## config.mk

```make
export PLATFORM = sky130hd
export DESIGN_NAME = pll_div_calc
export DESIGN_NICKNAME = d
export VERILOG_FILES = /design/src/rtl/pll_calc_pkg.sv /design/src/rtl/pll_range_chk.sv /design/src/rtl/pll_seq_div.sv /design/src/rtl/pll_cfg_pack.sv /design/src/rtl/pll_div_calc.sv
export SDC_FILE = /design/constraint.sdc
export NUM_CORES = 1
export LEC_CHECK = 0
export BUFFER_PORTS_ARGS = -buffer_cell sky130_fd_sc_hd__buf_2
export CAP_MARGIN = 20
export CORE_AREA = 4 4 139 141
export CTS_CLUSTER_DIAMETER = 30
export DETAILED_ROUTE_END_ITERATION = 8
export DIE_AREA = 0 0 143 145
export PLACE_DENSITY = 0.8
export SLEW_MARGIN = 20
export SYNTH_ARGS = -nofsm -noshare
export SYNTH_HDL_FRONTEND = slang
export SYNTH_SLANG_ARGS = --single-unit
```

## constraint.sdc

```tcl
create_clock -name clk -period 6.3 [get_ports clk]
set_input_delay 1.26 -clock clk [delete_from_list [all_inputs] [get_ports clk]]
set_output_delay 1.26 -clock clk [all_outputs]
set_load 0.02 [all_outputs]
```

## src/rtl/pll_calc_pkg.sv

```systemverilog
package pll_calc_pkg;
  localparam int unsigned FIN_W  = 32;
  localparam int unsigned CFG_W  = 32;
  localparam int unsigned NDIV_W = 7;
  localparam int unsigned FRAC_W = 16;
  localparam int unsigned DIV_W  = 64;

  localparam logic [FIN_W-1:0] FIN_MIN = 32'd19_200_000;
  localparam logic [FIN_W-1:0] FIN_MAX = 32'd38_400_000;
  localparam logic [DIV_W-1:0] VCO_HZ  = 64'd2_880_000_000;
  // VCO target pre-scaled by 2^FRAC_W so one quotient holds N and F
  localparam logic [DIV_W-1:0] DIVIDEND = VCO_HZ << FRAC_W;

  // word bit positions that a downstream PLL decodes
  localparam int unsigned POS_DITH_B = 31;
  localparam int unsigned POS_DITH_A = 30;
  localparam int unsigned POS_FRACEN = 29;
  localparam int unsigned POS_SBYP   = 28;
  localparam int unsigned POS_FRAC   = 10;
  localparam int unsigned POS_NDIV   = 0;

  function automatic logic fin_in_band(input logic [FIN_W-1:0] f);
    return (f >= FIN_MIN) && (f <= FIN_MAX);
  endfunction

  function automatic logic [CFG_W-1:0] build_word(input logic [NDIV_W-1:0] n,
                                                  input logic [FRAC_W-1:0] fr);
    logic [CFG_W-1:0] w;
    w = '0;
    w[POS_DITH_B] = 1'b1;
    w[POS_DITH_A] = 1'b1;
    w[POS_SBYP]   = 1'b1;
    w[POS_NDIV +: NDIV_W] = n;
    if (fr != '0) begin
      w[POS_FRACEN] = 1'b1;
      w[POS_FRAC +: FRAC_W] = fr;
    end
    return w;
  endfunction
endpackage

```

## src/rtl/pll_range_chk.sv

```systemverilog
module pll_range_chk
  import pll_calc_pkg::*;
#(
  parameter int unsigned W = FIN_W
) (
  input  logic [W-1:0] fin_i,
  output logic         ok_o
);
  always_comb ok_o = fin_in_band(fin_i);
endmodule

```

## src/rtl/pll_seq_div.sv

```systemverilog
module pll_seq_div #(
  parameter int unsigned DW  = 64,
  parameter int unsigned VW  = 33,
  parameter int unsigned QW  = 23
) (
  input  logic          clk,
  input  logic          rst_n,
  input  logic          load_i,
  input  logic [DW-1:0] dividend_i,
  input  logic [VW-1:0] divisor_i,
  output logic          fin_o,
  output logic [QW-1:0] quot_o
);
  localparam int unsigned CW = $clog2(DW);
  localparam logic [CW-1:0] LAST = CW'(DW - 1);

  logic [DW-1:0] rem_q, quo_q, dvs_q;
  logic [DW-1:0] rem_sh, rem_nx, quo_nx;
  logic [CW-1:0] cnt_q;
  logic          run_q, fin_q, take;

  // one restoring step: shift in the next dividend bit, subtract if it fits
  always_comb begin
    rem_sh = {rem_q[DW-2:0], quo_q[DW-1]};
    take   = (rem_sh >= dvs_q);
    rem_nx = take ? (rem_sh - dvs_q) : rem_sh;
    quo_nx = {quo_q[DW-2:0], take};
  end

  always_ff @(posedge clk or negedge rst_n) begin
    if (!rst_n) begin
      rem_q <= '0;
      quo_q <= '0;
      dvs_q <= '0;
      cnt_q <= '0;
      run_q <= 1'b0;
      fin_q <= 1'b0;
    end else begin
      fin_q <= 1'b0;
      if (load_i) begin
        rem_q <= '0;
        quo_q <= dividend_i;
        dvs_q <= {{(DW-VW){1'b0}}, divisor_i};
        cnt_q <= '0;
        run_q <= 1'b1;
      end else if (run_q) begin
        rem_q <= rem_nx;
        quo_q <= quo_nx;
        cnt_q <= cnt_q + 1'b1;
        if (cnt_q == LAST) begin
          run_q <= 1'b0;
          fin_q <= 1'b1;
        end
      end
    end
  end

  assign fin_o  = fin_q;
  assign quot_o = quo_q[QW-1:0];
endmodule

```

## src/rtl/pll_cfg_pack.sv

```systemverilog
module pll_cfg_pack
  import pll_calc_pkg::*;
#(
  parameter int unsigned NW = NDIV_W,
  parameter int unsigned FW = FRAC_W
) (
  input  logic [NW+FW-1:0] quot_i,
  output logic [CFG_W-1:0] cfg_o
);
  // the quotient's low FW bits are F, the next NW bits are N (truncated)
  always_comb cfg_o = build_word(quot_i[FW +: NW], quot_i[FW-1:0]);
endmodule

```

## src/rtl/pll_div_calc.sv

```systemverilog
module pll_div_calc
  import pll_calc_pkg::*;
(
  input  logic             clk,
  input  logic             rst_n,
  input  logic             start_i,
  input  logic [FIN_W-1:0] fin_hz_i,
  output logic             busy_o,
  output logic             done_o,
  output logic             err_o,
  output logic [CFG_W-1:0] cfg_o
);
  localparam int unsigned VW = FIN_W + 1;
  localparam int unsigned QW = NDIV_W + FRAC_W;

  logic             busy_q, done_q, err_q;
  logic [CFG_W-1:0] cfg_q;

  // named internal events
  logic             in_rng_w, accept_w, div_ld_w, reject_w, div_fin_w;
  logic [QW-1:0]    quot_w;
  logic [CFG_W-1:0] word_w;

  pll_range_chk #(.W(FIN_W)) u_rng (
    .fin_i (fin_hz_i),
    .ok_o  (in_rng_w)
  );

  assign accept_w = start_i & ~busy_q;
  assign div_ld_w = accept_w & in_rng_w;
  assign reject_w = accept_w & ~in_rng_w;

  pll_seq_div #(.DW(DIV_W), .VW(VW), .QW(QW)) u_div (
    .clk        (clk),
    .rst_n      (rst_n),
    .load_i     (div_ld_w),
    .dividend_i (DIVIDEND),
    .divisor_i  ({fin_hz_i, 1'b0}),
    .fin_o      (div_fin_w),
    .quot_o     (quot_w)
  );

  pll_cfg_pack #(.NW(NDIV_W), .FW(FRAC_W)) u_pack (
    .quot_i (quot_w),
    .cfg_o  (word_w)
  );

  always_ff @(posedge clk or negedge rst_n) begin
    if (!rst_n) begin
      busy_q <= 1'b0;
      done_q <= 1'b0;
      err_q  <= 1'b0;
      cfg_q  <= '0;
    end else begin
      done_q <= 1'b0;
      if (reject_w) begin
        done_q <= 1'b1;
        err_q  <= 1'b1;
        cfg_q  <= '0;
      end else if (div_ld_w) begin
        busy_q <= 1'b1;
      end
      if (div_fin_w) begin
        busy_q <= 1'b0;
        done_q <= 1'b1;
        err_q  <= 1'b0;
        cfg_q  <= word_w;
      end
    end
  end

  assign busy_o = busy_q;
  assign done_o = done_q;
  assign err_o  = err_q;
  assign cfg_o  = cfg_q;
endmodule

```

# == Word-level counts from Yosys, hierarchy flattened ==
# Index checks and enable logic that the tools add are counted.
# word_totals
register_bits,202
output_inout_bits,35
word_cells,52
# op_classes
n_addsub,2
magnitude_cmp,3
eq_ne,2
n_mux,24
bitwise_logic,5
n_reduce_logical,6
# ops
operator,n
$mux 63,3
$mux 64,2
$ge 64x33->1,1
$mux 32,2
$sub 63x33->63,1
$ge 32x25->1 const B,1
$le 32x26->1 const B,1
$mux 16,1
$reduce_bool 16->1,1
$mux 1,14
$mux 6,2
$add 6x1->6 const B,1
$eq 6x6->1 const B,1
$reduce_bool 2->1,3
$and 1x1->1,3
$ne 2x1->1 const B,1
$not 1->1,2
$reduce_and 2->1,1
$logic_and 1x1->1,1

# == Longest topological paths before layout ==
# depth
ltp_word,6
mapped_depth,15
mapped_depth_nobuf,12

# == Hierarchy ==
# A second synthesis with hierarchy kept.
# hier_totals
cells_unflattened,1376
area_unflattened_um2,12239.2
# by_module_without_submodules
mod,n_inst,cells_per_inst,area_each_um2,seq_area_each_um2
pll_seq_div,1,1194,10385.0,4204.0
pll_div_calc,1,115,1453.9,875.8
pll_cfg_pack,1,38,211.5,0.0
pll_range_chk,1,29,188.9,0.0

# == Least setup slack after synthesis ==
# OpenSTA, ideal clock, no wires.
# synth_path
path_kind,input-to-reg
from,input fin_hz_i[15]
to,"register cfg_q[19], in the netlist cfg_o[19]"
setup_time_ns,0.121
arrival_ns,3.404
required_ns,6.179
path_slack_ns,2.775
stages,11
n_path_buf,2
path_cell_list,and4_1 -> a211o_1 -> a211o_1 -> a211oi_1 -> o21ai_0 -> and2_1 -> nand2b_1 -> and2_1 -> clkbuf_1 -> clkbuf_1 -> a22o_1
# synth_between
elab_chain_len,5
# synth_lines
element,line,text
from (decl),pll_div_calc.sv:7,"input logic [FIN_W-1:0] fin_hz_i,"
$ge 32x25->1 or $le 32x26->1 (tied branches),pll_calc_pkg.sv:23,return (f >= FIN_MIN) && (f <= FIN_MAX);
$logic_and 1x1->1 (*),pll_calc_pkg.sv:23,
$not 1->1 (*),pll_div_calc.sv:31,assign reject_w = accept_w & ~in_rng_w;
$and 1x1->1 (*),pll_div_calc.sv:31,
$reduce_bool 2->1 (no source line) (*),n/a,
to (signal assigned),pll_div_calc.sv:67,cfg_q <= word_w;
to (decl),pll_div_calc.sv:17,logic [CFG_W-1:0] cfg_q;
# Every way passes the cells marked *; elsewhere a longest branch is shown, timed or not.
# A chain may end at the register's enable or synchronous reset.

# == Final worst setup path ==
# layout_path
from,register u_div.rem_q[16]
to,register u_div.rem_q[9]
# layout_between
elab_chain_len,4
# layout_lines
element,line,text
from (decl),pll_seq_div.sv:17,"logic [DW-1:0] rem_q, quo_q, dvs_q;"
from (signal assigned),pll_seq_div.sv:47,rem_q <= rem_nx;
$ge 64x33->1,pll_seq_div.sv:25,take = (rem_sh >= dvs_q);
$mux 63,pll_seq_div.sv:26,rem_nx = take ? (rem_sh - dvs_q) : rem_sh;
$mux 63,pll_seq_div.sv:46,end else if (run_q) begin
$mux 63,pll_seq_div.sv:40,if (load_i) begin
# No other way between the ends. The select of a mux whose other input is x is not followed.

==> summary.md <==
| Metric | Value |
|---|---|
| Outcome | finished, final reports clean |
| Hold buffer count at CTS | 0 |
| Critical Path Start | u_div.rem_q[16] |
| Vias | 8505 |
| Worst EP arrival | 4.16 ns |
| # setup viols final | 0 |
| P_leak | 4.92 nW |
| CP Data Required Time | 6.64 ns |
| Non-Filler Instances | 1413 |
| Sw Ratio | 0.395 |
| Final Net Count | 1240 |
| CP Launch Type | flip-flop |
| Core ar. | 0.0180 mm² |
| Placed Area | 0.0110 mm² |
| Syn Area/Cell | 9.24 µm² |
| Simple-gate portion of the synthesized area | 0.175 |
| Gate power share | 0.353 |
| Port bufs | 64 |
| Post-synth EDFFs | 0 |
| CP Buf/Inv Count | 0 |
| Antenna Nets Post-Route | 0 |
| CTS Root Cell | clkbuf_16 |
| Ports | 70 |
| Placed cell count | 1380 |
| Clock power share | 0.235 |
| Maxcap violations | 0 |
| Global placement routability congestion | 0.919 |
| DRT Wirelength | 23800 µm |
| First-pass GRT wire length | 40300 µm |
| Setup TNS | 0 ns |
| Period minus WS final | 3.82 ns |
| Crit. End Element | flip-flop |
| GRT Residual Overflow | 0 |
| Layout Utilization | 0.650 |
| Clock transition at the registers of the reported paths | 0.08 ns |
| Cell mode on critical path | or2_1 |
| Final Hold Viols | 0 |
| Largest family of logic cells by synthesized area | simple AND/OR/NAND/NOR gates |
| Maximum fanout along the worst path | 18 |
| Peak Freq | 0.262 GHz |
| Crit path cell chain | ha_1 -> nand4_1 -> or2_1 -> nor4b_1 -> nor3_1 -> a211oi_4 -> or2_1 -> mux2i_1 -> a211oi_1 |
| Fillers | 1436 |
| Worst r2r src | u_div.rem_q[16] |
| TritonCTS clock tree | yes |
| Crit-path max cell delay | 0.86 ns |
| Total power | 4.82 mW |
| Unique masters post-synth | 60 |
| Crit Path Category | flip-flop to flip-flop |
| Warnings from Yosys | 0 |
| # resized after CTS | 0 |
| H-tree levels | 4 |
| Multi-input logic area | 0.00532 mm² |
| # clock sinks | 195 |
| Sequential cell area | 0.00488 mm² |
| Post-Synthesis Cell Area | 0.0107 mm² |
| PnR worst setup slack | 2.48 ns |
| Layout Skew | 0.0104 ns |
| Least-Margin Pin Slew | 1.05 ns |
| Router iterations before antenna repair | 7 |
| Num rows | 49 |
| Slew HR | 0.300 |
| Multiplexer share of the synthesized area | 0.0713 |
| CP delay by family, top | simple AND/OR/NAND/NOR gates |
| Fraction of registers with async set/reset | 1.00 |
| Hpwl dp | 15800 µm |
| Design Area, Final | 0.0117 mm² |
| Die area | 0.0207 mm² |
| Pre-CTS WS | 2.21 ns |
| Post-CTS setup buffers | 0 |
| DR iter-0 viols | 736 |
| Area share of fa/ha/maj cells after synthesis | 0.0405 |
| Crit share post-route | 0.607 |
| Num CTS Buffers | 17 |
| Initial antenna violation count | 0 |
| Pin count of the biggest net entering global routing | 127 |
| Hold_sp | cfg_o[29] |
| VDD IR max | 252 µV |
| DR vias/cell | 6.02 |
| Worst path slowest cell | or2_1 |
| Flop pwr share | 0.412 |
| Layout cells sized above 1 | 0.102 |
| Power Density | 413 mW/mm² |
| Switching power | 1.91 mW |
| Area grow syn2layout | 9.36% |
| RSZ-0062 raised after global routing | no |
| Synth Area in XOR/XNOR | 0.0517 |
| Compound-gate portion of the synthesized area | 0.156 |
| Global router's overall resource usage | 0.235 |
| Post-synthesis cell count | 1156 |
| Worst hold slack | 0.493 ns |
| #FFs+latches synth | 195 |
| Die span in x | 143 µm |
| # diodes | 0 |
| Drt drc | 0 |
| Hold Path Class | flip-flop to flip-flop |
| Synth Flop Type | dfrtp_1 |
| Int Pwr | 2.92 mW |
| WL/cell | 16.9 µm |
| Clk_lat worst skew | 0.44 ns |
| Initial Util | 0.594 |
| Worst-case clock buffer depth | 2 |
| Vias in the first global route | 8176 |
| Die Span Y | 145 µm |
| Final max-slew violation count | 0 |
| Post-synthesis sequential area ratio | 0.457 |
[layout make-up]
| cell class | count | area share |
|---|---|---|
| Timing Repair Buffer | 73 | 0.0340 |
| Inverter | 43 | 0.0138 |
| Clock buffer | 17 | 0.0364 |
| Tap cell | 229 | 0.0245 |
| Sequential cell | 195 | 0.418 |
| Clock inverter | 15 | 0.0178 |
| Multi-Input combinational cell | 841 | 0.455 |
[Yosys cell counts (4+ instances only)]
cell | number | share of area
a211o_1 | 5 | 0.0041
a211oi_1 | 42 | 0.030
a21o_1 | 12 | 0.0084
a21oi_1 | 70 | 0.033
a22o_1 | 15 | 0.012
a31oi_1 | 7 | 0.0041
and3_1 | 5 | 0.0029
buf_2 | 10 | 0.0047
buf_4 | 9 | 0.0063
clkbuf_1 | 61 | 0.021
dfrtp_1 | 195 | 0.46
ha_1 | 33 | 0.039
inv_1 | 43 | 0.015
mux2i_1 | 76 | 0.071
nand2_1 | 111 | 0.039
nand2b_1 | 11 | 0.0064
nand3_1 | 8 | 0.0038
nand4_1 | 16 | 0.0094
nor2_1 | 158 | 0.056
nor2b_1 | 5 | 0.0029
nor3_1 | 21 | 0.0098
nor4_1 | 23 | 0.013
nor4_2 | 4 | 0.0047
o211ai_1 | 6 | 0.0042
o21ai_0 | 75 | 0.035
o21ai_1 | 5 | 0.0023
o21bai_1 | 5 | 0.0035
or3_1 | 8 | 0.0047
or4_1 | 7 | 0.0049
xnor2_1 | 37 | 0.030
xor2_1 | 26 | 0.021
[state kept, by name, summed over array words and instances, names as in the netlist]
name	flops
u_div.quo_q	64
u_div.rem_q	63
u_div.dvs_q	32
cfg_o	25
u_div.cnt_q	6
busy_o	1
done_o	1
err_o	1
u_div.fin_o	1
u_div.run_q	1
[placed cells by master, fill, tap and decap left out, types with 7 or more instances in the layout]
master     instances
nand3_1            8
a22o_1            15
a21o_1            12
mux2i_1           76
nand2_1          111
or3_1              8
a31oi_1            7
xor2_1            26
ha_1              33
clkbuf_16         17
buf_2             63
a211oi_1          42
xnor2_1           37
a21oi_1           70
nand4_1           16
o21ai_0           75
or4_1              7
nor4_1            23
nor2_1           157
buf_4              9
inv_1             43
dfrtp_1          194
nand2b_1          11
nor3_1            21
[cells by family after synthesis]
| group | Yosys count |
|---|---|
| compound gates | 266 |
| xor+xnor | 63 |
| fa+ha+maj | 34 |
| buf+inv | 124 |
| flops | 195 |
| mux | 76 |
| other cells | 1 |
| simple gates | 397 |
[power by group through the flow]
stage / clock (mW) / sequential [mW] / combinational [mW]
finish: 1.13 / 1.99 / 1.70
global route: 1.20 / 2.04 / 1.92
CTS: 1.15 / 1.98 / 1.69
detailed placement: 0 / 2.00 / 1.66
global placement: 0 / 1.98 / 1.62
floorplan: 0 / 1.87 / 1.39
[worst paths after layout]
kind / end / slack, ns / depth (start not counted)
max: u_div.rem_q[9] / 2.48 / 9
min: cfg_o[29] / 0.49 / 1
max reg2reg: u_div.rem_q[9] / 2.48 / 9
min reg2reg: cfg_o[29] / 0.49 / 1
max in group asynchronous: u_div.rem_q[50] / 4.31 / 2
min in group asynchronous: u_div.rem_q[28] / 0.92 / 1
[metal layers]
| layer | vias up | part of all wire | GRT usage |
|---|---|---|---|
| li1 | 4079 | - | - |
| met1 | 4119 | 0.45 | 0.337 |
| met2 | 253 | 0.47 | 0.366 |
| met3 | 54 | 0.055 | 0.0329 |
| met4 | 0 | 0.026 | 0.0860 |
| met5 | - | 0 | 0 |
No activity file was read; power rests on OpenSTA's default activity.
